==> config.mk <==
export PLATFORM = sky130hd
export DESIGN_NAME = dif_stop_ctrl
export DESIGN_NICKNAME = d
export VERILOG_FILES = /design/src/rtl/dstop_pkg.sv /design/src/rtl/dstop_sync.sv /design/src/rtl/dstop_resume.sv /design/src/rtl/dstop_lane.sv /design/src/rtl/dif_stop_ctrl.sv
export SDC_FILE = /design/constraint.sdc
export NUM_CORES = 1
export LEC_CHECK = 0
export ABC_AREA = 1
export BUFFER_PORTS_ARGS = -buffer_cell sky130_fd_sc_hd__buf_2
export CAP_MARGIN = 10
export CELL_PAD_IN_SITES_DETAIL_PLACEMENT = 0
export CELL_PAD_IN_SITES_GLOBAL_PLACEMENT = 1
export CORE_UTILIZATION = 34
export DETAILED_ROUTE_END_ITERATION = 10
export GPL_TIMING_DRIVEN = 0
export PLACE_DENSITY_LB_ADDON = 0.15
export SLEW_MARGIN = 15
export SYNTH_ARGS = -nofsm -noshare
export SYNTH_HDL_FRONTEND = slang
export SYNTH_SLANG_ARGS = --single-unit
==> constraint.sdc <==
create_clock -name clk -period 1.6 [get_ports clk]
set_input_delay 0.08 -clock clk [delete_from_list [all_inputs] [get_ports clk]]
set_output_delay 0.08 -clock clk [all_outputs]
set_load 0.005 [all_outputs]
==> src/rtl/dstop_pkg.sv <==
package dstop_pkg;
    typedef enum logic [1:0] {
        LANE_OFF  = 2'd0,
        LANE_RUN  = 2'd1,
        LANE_HOLD = 2'd2,
        LANE_WAKE = 2'd3
    } lane_state_e;

    typedef struct packed {
        logic s1;
        logic s2;
    } sync_regs_t;
endpackage

==> src/rtl/dstop_sync.sv <==
module dstop_sync
    import dstop_pkg::*;
(
    input  logic clk,
    input  logic rst_n,
    input  logic async_n,
    output logic stop_req
);
    sync_regs_t r_d, r_q;

    always_comb begin
        r_d.s1 = async_n;
        r_d.s2 = r_q.s1;
    end

    // falling-edge flops: same edge as the lane state
    always_ff @(negedge clk or negedge rst_n) begin
        if (!rst_n) r_q <= '{s1: 1'b1, s2: 1'b1};
        else        r_q <= r_d;
    end

    assign stop_req = ~r_q.s2;
endmodule

==> src/rtl/dstop_resume.sv <==
module dstop_resume #(
    parameter int RESUME_CYC = 2
) (
    input  logic clk,
    input  logic rst_n,
    input  logic stop_req,
    output logic resume_ok
);
    localparam int CNT_W = (RESUME_CYC > 2) ? $clog2(RESUME_CYC) : 1;
    localparam logic [CNT_W-1:0] LAST = CNT_W'(RESUME_CYC - 1);

    logic [CNT_W-1:0] cnt_d, cnt_q;

    always_comb begin
        if (stop_req)            cnt_d = '0;
        else if (cnt_q != LAST)  cnt_d = cnt_q + 1'b1;
        else                     cnt_d = cnt_q;
    end

    always_ff @(negedge clk or negedge rst_n) begin
        if (!rst_n) cnt_q <= '0;
        else        cnt_q <= cnt_d;
    end

    assign resume_ok = ~stop_req & (cnt_q == LAST);
endmodule

==> src/rtl/dstop_lane.sv <==
module dstop_lane
    import dstop_pkg::*;
(
    input  logic clk,
    input  logic rst_n,
    input  logic stop_req,
    input  logic resume_ok,
    input  logic stoppable,
    input  logic enable,
    input  logic park_hiz,
    output logic out_t,
    output logic out_c,
    output logic out_oe,
    output logic held
);
    lane_state_e st_d, st_q;

    always_comb begin
        st_d = st_q;
        unique case (st_q)
            LANE_OFF:  st_d = LANE_RUN;
            LANE_RUN:  if (stop_req && stoppable) st_d = LANE_HOLD;
            LANE_HOLD: if (!stop_req) st_d = LANE_WAKE;
            LANE_WAKE: begin
                if (stop_req)       st_d = LANE_HOLD;
                else if (resume_ok) st_d = LANE_RUN;
            end
            default:   st_d = LANE_OFF;
        endcase
    end

    // state moves only while the clock is low: a hold extends a high phase
    always_ff @(negedge clk or negedge rst_n) begin
        if (!rst_n) st_q <= LANE_OFF;
        else        st_q <= st_d;
    end

    always_comb begin
        unique case (st_q)
            LANE_RUN:  begin out_t = clk;  out_oe = enable;             end
            LANE_HOLD: begin out_t = 1'b1; out_oe = enable & ~park_hiz; end
            LANE_WAKE: begin out_t = 1'b1; out_oe = enable;             end
            default:   begin out_t = 1'b0; out_oe = 1'b0;               end
        endcase
    end

    assign out_c = ~out_t;
    assign held  = (st_q == LANE_HOLD) || (st_q == LANE_WAKE);
endmodule

==> src/rtl/dif_stop_ctrl.sv <==
module dif_stop_ctrl #(
    parameter int N_OUT      = 8,
    parameter int RESUME_CYC = 2
) (
    input  logic             clk,
    input  logic             rst_n,
    input  logic             stop_n,
    input  logic [N_OUT-1:0] oe_pin,
    input  logic [N_OUT-1:0] cfg_en,
    input  logic [N_OUT-1:0] cfg_stoppable,
    input  logic             cfg_oe_act_high,
    input  logic             cfg_park_hiz,
    output logic [N_OUT-1:0] clk_t,
    output logic [N_OUT-1:0] clk_c,
    output logic [N_OUT-1:0] clk_oe
);
    logic             stop_req;
    logic             resume_ok;
    logic [N_OUT-1:0] lane_en;
    logic [N_OUT-1:0] lane_held;

    dstop_sync u_sync (
        .clk      (clk),
        .rst_n    (rst_n),
        .async_n  (stop_n),
        .stop_req (stop_req)
    );

    dstop_resume #(.RESUME_CYC(RESUME_CYC)) u_resume (
        .clk       (clk),
        .rst_n     (rst_n),
        .stop_req  (stop_req),
        .resume_ok (resume_ok)
    );

    for (genvar i = 0; i < N_OUT; i++) begin : g_lane
        assign lane_en[i] = cfg_en[i] & ~(oe_pin[i] ^ cfg_oe_act_high);

        dstop_lane u_lane (
            .clk       (clk),
            .rst_n     (rst_n),
            .stop_req  (stop_req),
            .resume_ok (resume_ok),
            .stoppable (cfg_stoppable[i]),
            .enable    (lane_en[i]),
            .park_hiz  (cfg_park_hiz),
            .out_t     (clk_t[i]),
            .out_c     (clk_c[i]),
            .out_oe    (clk_oe[i]),
            .held      (lane_held[i])
        );
    end
endmodule

After elaboration in Yosys (flattened, before gate mapping)
Cells that the tools add are included.
{"block": "totals", "input_bits": 29, "out_inout_bits": 24, "register_bits": 19, "word_cells": 180}
{"block": "classes", "eq_ne": 48, "add_sub_neg": 1, "reduce_logical": 40, "n_bitwise": 43, "muxes": 37}
{"op": "$pmux 2 s4", "count": 8}
{"op": "$eq 2x2->1 const B", "count": 16}
{"op": "$pmux 1 s2", "count": 16}
{"op": "$reduce_or 2->1", "count": 16}
{"op": "$reduce_and 3->1", "count": 8}
{"op": "$mux 2", "count": 11}
{"op": "$ne 3x3->1 const B", "count": 7}
{"op": "$not 1->1", "count": 18}
{"op": "$and 1x1->1", "count": 17}
{"op": "$eq 2x1->1 const B", "count": 8}
{"op": "$logic_not 2->1", "count": 8}
{"op": "$ne 2x1->1 const B", "count": 8}
{"op": "$ne 2x2->1 const B", "count": 8}
{"op": "$logic_and 1x1->1", "count": 8}
{"op": "$xor 1x1->1", "count": 8}
{"op": "$ne 3x2->1 const B", "count": 1}
{"op": "$mux 1", "count": 2}
{"op": "$add 1x1->1 const B", "count": 1}

Logic depth before layout (Yosys ltp)
{"block": "depth", "depth_word": 5, "mapped_depth": 7, "mapped_depth_nobuf": 6}

By module
Synthesis repeated with hierarchy kept, for this count alone.
{"block": "hier_totals", "hier_cells": 259, "area_unflattened_um2": 1566.5}
{"mod": "dstop_lane", "n_inst": 8, "seq_area_each_um2": 50.0, "area_each_um2": 165.2, "cells_each": 27}
{"mod": "dif_stop_ctrl", "n_inst": 1, "seq_area_each_um2": 0.0, "area_each_um2": 146.4, "cells_each": 35}
{"mod": "dstop_sync", "n_inst": 1, "seq_area_each_um2": 52.6, "area_each_um2": 60.1, "cells_each": 4}
{"mod": "dstop_resume", "n_inst": 1, "seq_area_each_um2": 25.0, "area_each_um2": 38.8, "cells_each": 4}

==> flow_summary.html <==
<table>
<tr><th>Metric</th><th>Value</th></tr>
<tr><th colspan="2">Outcome</th></tr>
<tr><td>Violations in the final reports</td><td>setup timing</td></tr>
<tr><td>Status</td><td>complete, but fails checks</td></tr>
<tr><th colspan="2">Layout</th></tr>
<tr><td>Commonest cells after routing, fill and taps aside</td><td>78 x sky130_fd_sc_hd__nand2_1, 44 x sky130_fd_sc_hd__buf_6, 36 x sky130_fd_sc_hd__buf_2</td></tr>
<tr><td>Post-layout instance area</td><td>0.00286 mm^2</td></tr>
<tr><td>End-of-flow core utilization</td><td>0.689</td></tr>
<tr><td>Nets</td><td>378</td></tr>
<tr><td>Footprint of the multi-input gates</td><td>817 um^2</td></tr>
<tr><td>Layout cells sized above 1</td><td>0.491</td></tr>
<tr><td>Filler Cells Inserted</td><td>357</td></tr>
<tr><td>Antenna diodes</td><td>0</td></tr>
<tr><td>Footprint of the flip-flops and latches</td><td>478 um^2</td></tr>
<tr><td>Most common cell after layout, fill and taps aside</td><td>sky130_fd_sc_hd__nand2_1</td></tr>
<tr><td>Area Growth Syn to Fin</td><td>88.6%</td></tr>
<tr><th colspan="2">Global route</th></tr>
<tr><td>Global Route Usage Sum</td><td>0.268</td></tr>
<tr><td>Layer carrying the most global-route usage</td><td>met2</td></tr>
<tr><td>Total grt overflow</td><td>0</td></tr>
<tr><td>Met2 global-route usage</td><td>0.371</td></tr>
<tr><td>GR Util met3</td><td>0.166</td></tr>
<tr><td>Number of global-route vias before repair</td><td>1971</td></tr>
<tr><td>Maximum number of pins on one net before global-route repair</td><td>20</td></tr>
<tr><td>Wire length of the first global-routing pass</td><td>8540 um</td></tr>
<tr><td>Met1 Resource Use GR</td><td>0.270</td></tr>
<tr><td>Antenna violations before repair</td><td>0</td></tr>
<tr><th colspan="2">Detailed routing</th></tr>
<tr><td>Via total after detailed routing</td><td>1873</td></tr>
<tr><td>Avg WL per Cell</td><td>between 10 and 15 um</td></tr>
<tr><td>Remaining number of nets flagged by the antenna check after routing</td><td>0</td></tr>
<tr><td>Pre-Repair DR Iteration Count</td><td>4</td></tr>
<tr><td>Wirelength, routed</td><td>4970 um</td></tr>
<tr><td>Vias per Instance</td><td>4.71</td></tr>
<tr><td>Number of remaining DRC errors</td><td>0</td></tr>
<tr><td>1st-iter DRT viols</td><td>113</td></tr>
<tr><th colspan="2">Die</th></tr>
<tr><td>Total Die Area</td><td>0.00472 mm^2</td></tr>
<tr><td>Area of the core</td><td>about 0.0041 mm^2</td></tr>
<tr><td>Die height</td><td>68.7 um</td></tr>
<tr><td>I/O pin cnt</td><td>53</td></tr>
<tr><td>Die span in x</td><td>68.7 um</td></tr>
<tr><td>FP Rows</td><td>23</td></tr>
<tr><td>Initial Utilization</td><td>0.365</td></tr>
<tr><th colspan="2">Worst hold path</th></tr>
<tr><td>Launch instance of the worst min-delay path</td><td>cfg_stoppable[4]</td></tr>
<tr><td>Hold Path Cell Cnt</td><td>3</td></tr>
<tr><td>Endpoint of the worst hold-timing path</td><td>g_lane[4].u_lane.st_q[1]$_DFFE_NN0P_</td></tr>
<tr><td>Worst hold-check path type</td><td>in -&gt; reg</td></tr>
<tr><th colspan="2">STA</th></tr>
<tr><td>Total Neg Setup Slack</td><td>-21.24 ns</td></tr>
<tr><td>Unrepaired setup endpoints after global routing</td><td>true</td></tr>
<tr><td>Endpoints failing hold</td><td>0</td></tr>
<tr><td>Setup-failing EPs final</td><td>24</td></tr>
<tr><td>Number of max-slew violations in the final report</td><td>0</td></tr>
<tr><td>Minimum setup slack in the final design</td><td>-0.961 ns</td></tr>
<tr><td>Worst clock skew</td><td>0.0946 ns</td></tr>
<tr><td>Post-route worst hold slack</td><td>0.286 ns</td></tr>
<tr><td>Pin slew with the least headroom to its limit</td><td>between 0.5 and 0.6 ns</td></tr>
<tr><td>Headroom to the max-slew limit</td><td>0.622</td></tr>
<tr><th colspan="2">Power</th></tr>
<tr><td>Total power of the final layout</td><td>7.22 mW</td></tr>
<tr><td>Internal Power</td><td>~4.7 mW</td></tr>
<tr><td>Sequential power share</td><td>0.128</td></tr>
<tr><td>Static leakage</td><td>about 1.6 nW</td></tr>
<tr><td>Power density normalized to cell area</td><td>2530 mW/mm^2</td></tr>
<tr><td>Net Sw Power</td><td>2.52 mW</td></tr>
<tr><td>Comb pwr share</td><td>0.355</td></tr>
<tr><td>Fraction of power spent switching nets</td><td>0.349</td></tr>
<tr><td>Clock power share</td><td>0.517</td></tr>
<tr><td>Highest ir drop seen on vdd</td><td>1540 uV</td></tr>
<tr><th colspan="2">Place</th></tr>
<tr><td>IO buf count</td><td>52</td></tr>
<tr><td>Final RePlAce weighted congestion</td><td>0.781</td></tr>
<tr><td>Hpwl dp</td><td>2550 um</td></tr>
<tr><td>Placed instance area</td><td>between 0.0015 and 0.002 mm^2</td></tr>
<tr><th colspan="2">Clock tree</th></tr>
<tr><td>Clock Pin Slew Worst Setup and Hold Paths</td><td>0.05 ns</td></tr>
<tr><td>Insertion delay to the later sink of the worst-skew pair</td><td>about 0.75 ns</td></tr>
<tr><td>Clock tree from TritonCTS</td><td>done</td></tr>
<tr><th colspan="2">Critical path</th></tr>
<tr><td>Highest fanout seen on the critical path</td><td>2</td></tr>
<tr><td>Critical register-to-register path startpoint</td><td>g_lane[7].u_lane.st_q[0]$_DFFE_NN0P_</td></tr>
<tr><td>Req. time, crit path</td><td>about 1.5 ns</td></tr>
<tr><td>Depth of the worst register-to-register path</td><td>7</td></tr>
<tr><td>WP data arrival</td><td>2.48 ns</td></tr>
<tr><td>Reg2reg setup slack</td><td>0.31 ns</td></tr>
<tr><td>Reg-to-Reg End</td><td>g_lane[7].u_lane.st_q[1]$_DFFE_NN0P_</td></tr>
<tr><td>Critical path capture point type</td><td>output port</td></tr>
<tr><td>Kind of critical path</td><td>reg -&gt; out</td></tr>
<tr><td>Crit path launch type</td><td>flop</td></tr>
<tr><th colspan="2">Synth</th></tr>
<tr><td>Cell area after technology mapping</td><td>0.00151 mm^2</td></tr>
<tr><td>Syn avg cell area</td><td>approximately 6.4 um^2</td></tr>
<tr><td>Number of flip-flops and latches in the synthesized netlist</td><td>19</td></tr>
<tr><td>Synthesized instance count</td><td>236</td></tr>
<tr><td>Total number of yosys warnings</td><td>0</td></tr>
<tr><td>Syn_nets</td><td>265</td></tr>
<tr><td>Count of unique library cells instantiated by Yosys</td><td>17</td></tr>
<tr><td>Share of synthesized area occupied by flip-flops and latches</td><td>0.316</td></tr>
<tr><th colspan="2">Run</th></tr>
<tr><td>Max-cap violations</td><td>0</td></tr>
</table>
metal layers:
layer | vias to the layer above | wire, um
met2 | 72 | 2540
li1 | 922 | -
met5 | - | 0
met4 | 0 | 133
met3 | 22 | 364
met1 | 857 | 1940
registers in the layout, indices dropped and copies added (netlist names):
name / flops
u_resume.cnt_q: 1
g_lane.u_lane.st_q: 16
u_sync.r_d: 1
u_sync.r_q: 1
critical path, cell delays in order (launching register included):
cell and delay [ns]:
sky130_fd_sc_hd__dfrtn_1 0.47, sky130_fd_sc_hd__buf_6 0.12, sky130_fd_sc_hd__a21oi_2 0.04, sky130_fd_sc_hd__nor3_1 0.16, sky130_fd_sc_hd__buf_2 0.14
worst max path at each step:
stage,from,end,slack (ns)
after floorplan,g_lane[5].u_lane.st_q[1]$_DFFE_NN0P_,clk_oe[5],-0.09
after global placement,g_lane[3].u_lane.st_q[1]$_DFFE_NN0P_,clk_oe[3],-0.25
after detailed placement,g_lane[5].u_lane.st_q[1]$_DFFE_NN0P_,clk_oe[5],-0.26
after CTS,g_lane[5].u_lane.st_q[1]$_DFFE_NN0P_,clk_oe[5],-0.99
after global routing,g_lane[2].u_lane.st_q[0]$_DFFE_NN0P_,clk_oe[2],-1.03
final,g_lane[5].u_lane.st_q[1]$_DFFE_NN0P_,clk_oe[5],-0.96
per-stage QoR:
stage	worst slack [ns]	cells
after floorplan	-0.0898	236
after global placement	-0.254	338
after detailed placement	-0.262	338
after CTS	-0.992	396
after global routing	-1.03	398
final	-0.961	398
cells by family (layout without fill, tap and decap cells):
group | Yosys count | count (layout) | share of synthesized area
buffers and inverters | 64 | 176 | 0.239
and+or+nand+nor | 121 | 121 | 0.326
AOI/OAI and AO/OA | 32 | 32 | 0.119
DFF | 19 | 19 | 0.316
repair_timing:
item	4_1_cts	5_1_grt
setup endpoints to repair	24	24
pin swaps	18	12
hold endpoints to repair	17	0
hold buffers	1	0
resized for setup	69	14
buffers inserted	45	4
cells in the mapped netlist:
library cell / count / share of area
sky130_fd_sc_hd__a21o_1: 8 / 0.040
sky130_fd_sc_hd__a21oi_1: 24 / 0.079
sky130_fd_sc_hd__buf_2: 1 / 0.0033
sky130_fd_sc_hd__buf_4: 25 / 0.12
sky130_fd_sc_hd__buf_6: 1 / 0.0074
sky130_fd_sc_hd__buf_8: 1 / 0.0099
sky130_fd_sc_hd__dfrtn_1: 17 / 0.28
sky130_fd_sc_hd__dfstp_2: 2 / 0.035
sky130_fd_sc_hd__inv_1: 35 / 0.087
sky130_fd_sc_hd__inv_8: 1 / 0.0074
sky130_fd_sc_hd__nand2_1: 78 / 0.19
sky130_fd_sc_hd__nand3_1: 7 / 0.023
sky130_fd_sc_hd__nand3_2: 2 / 0.013
sky130_fd_sc_hd__nor2_1: 25 / 0.062
sky130_fd_sc_hd__nor2_4: 1 / 0.0074
sky130_fd_sc_hd__nor3_1: 7 / 0.023
sky130_fd_sc_hd__or2_2: 1 / 0.0041
power groups by stage:
stage          Combinational, mW  Clock [mW]  Sequential [mW]
5_1_grt                     2.86        3.99            0.958
3_3_place_gp                1.10        1.00             1.05
2_1_floorplan              0.899       0.751            0.980
6_report                    2.56        3.73            0.923
4_1_cts                     2.38        3.85            0.890
3_5_place_dp                1.11        1.00             1.05
area by class of cell:
| class | count | area share |
|---|---|---|
| inverters | 27 | 0.0381 |
| repair buffers | 83 | 0.220 |
| well taps | 50 | 0.0219 |
| clock inverters | 10 | 0.0140 |
| plain buffers | 3 | 0.0118 |
| flip-flops and latches | 19 | 0.167 |
| clock buffers | 53 | 0.240 |
| multi-input cells | 153 | 0.286 |
No activity file was read; power rests on OpenSTA's default activity.
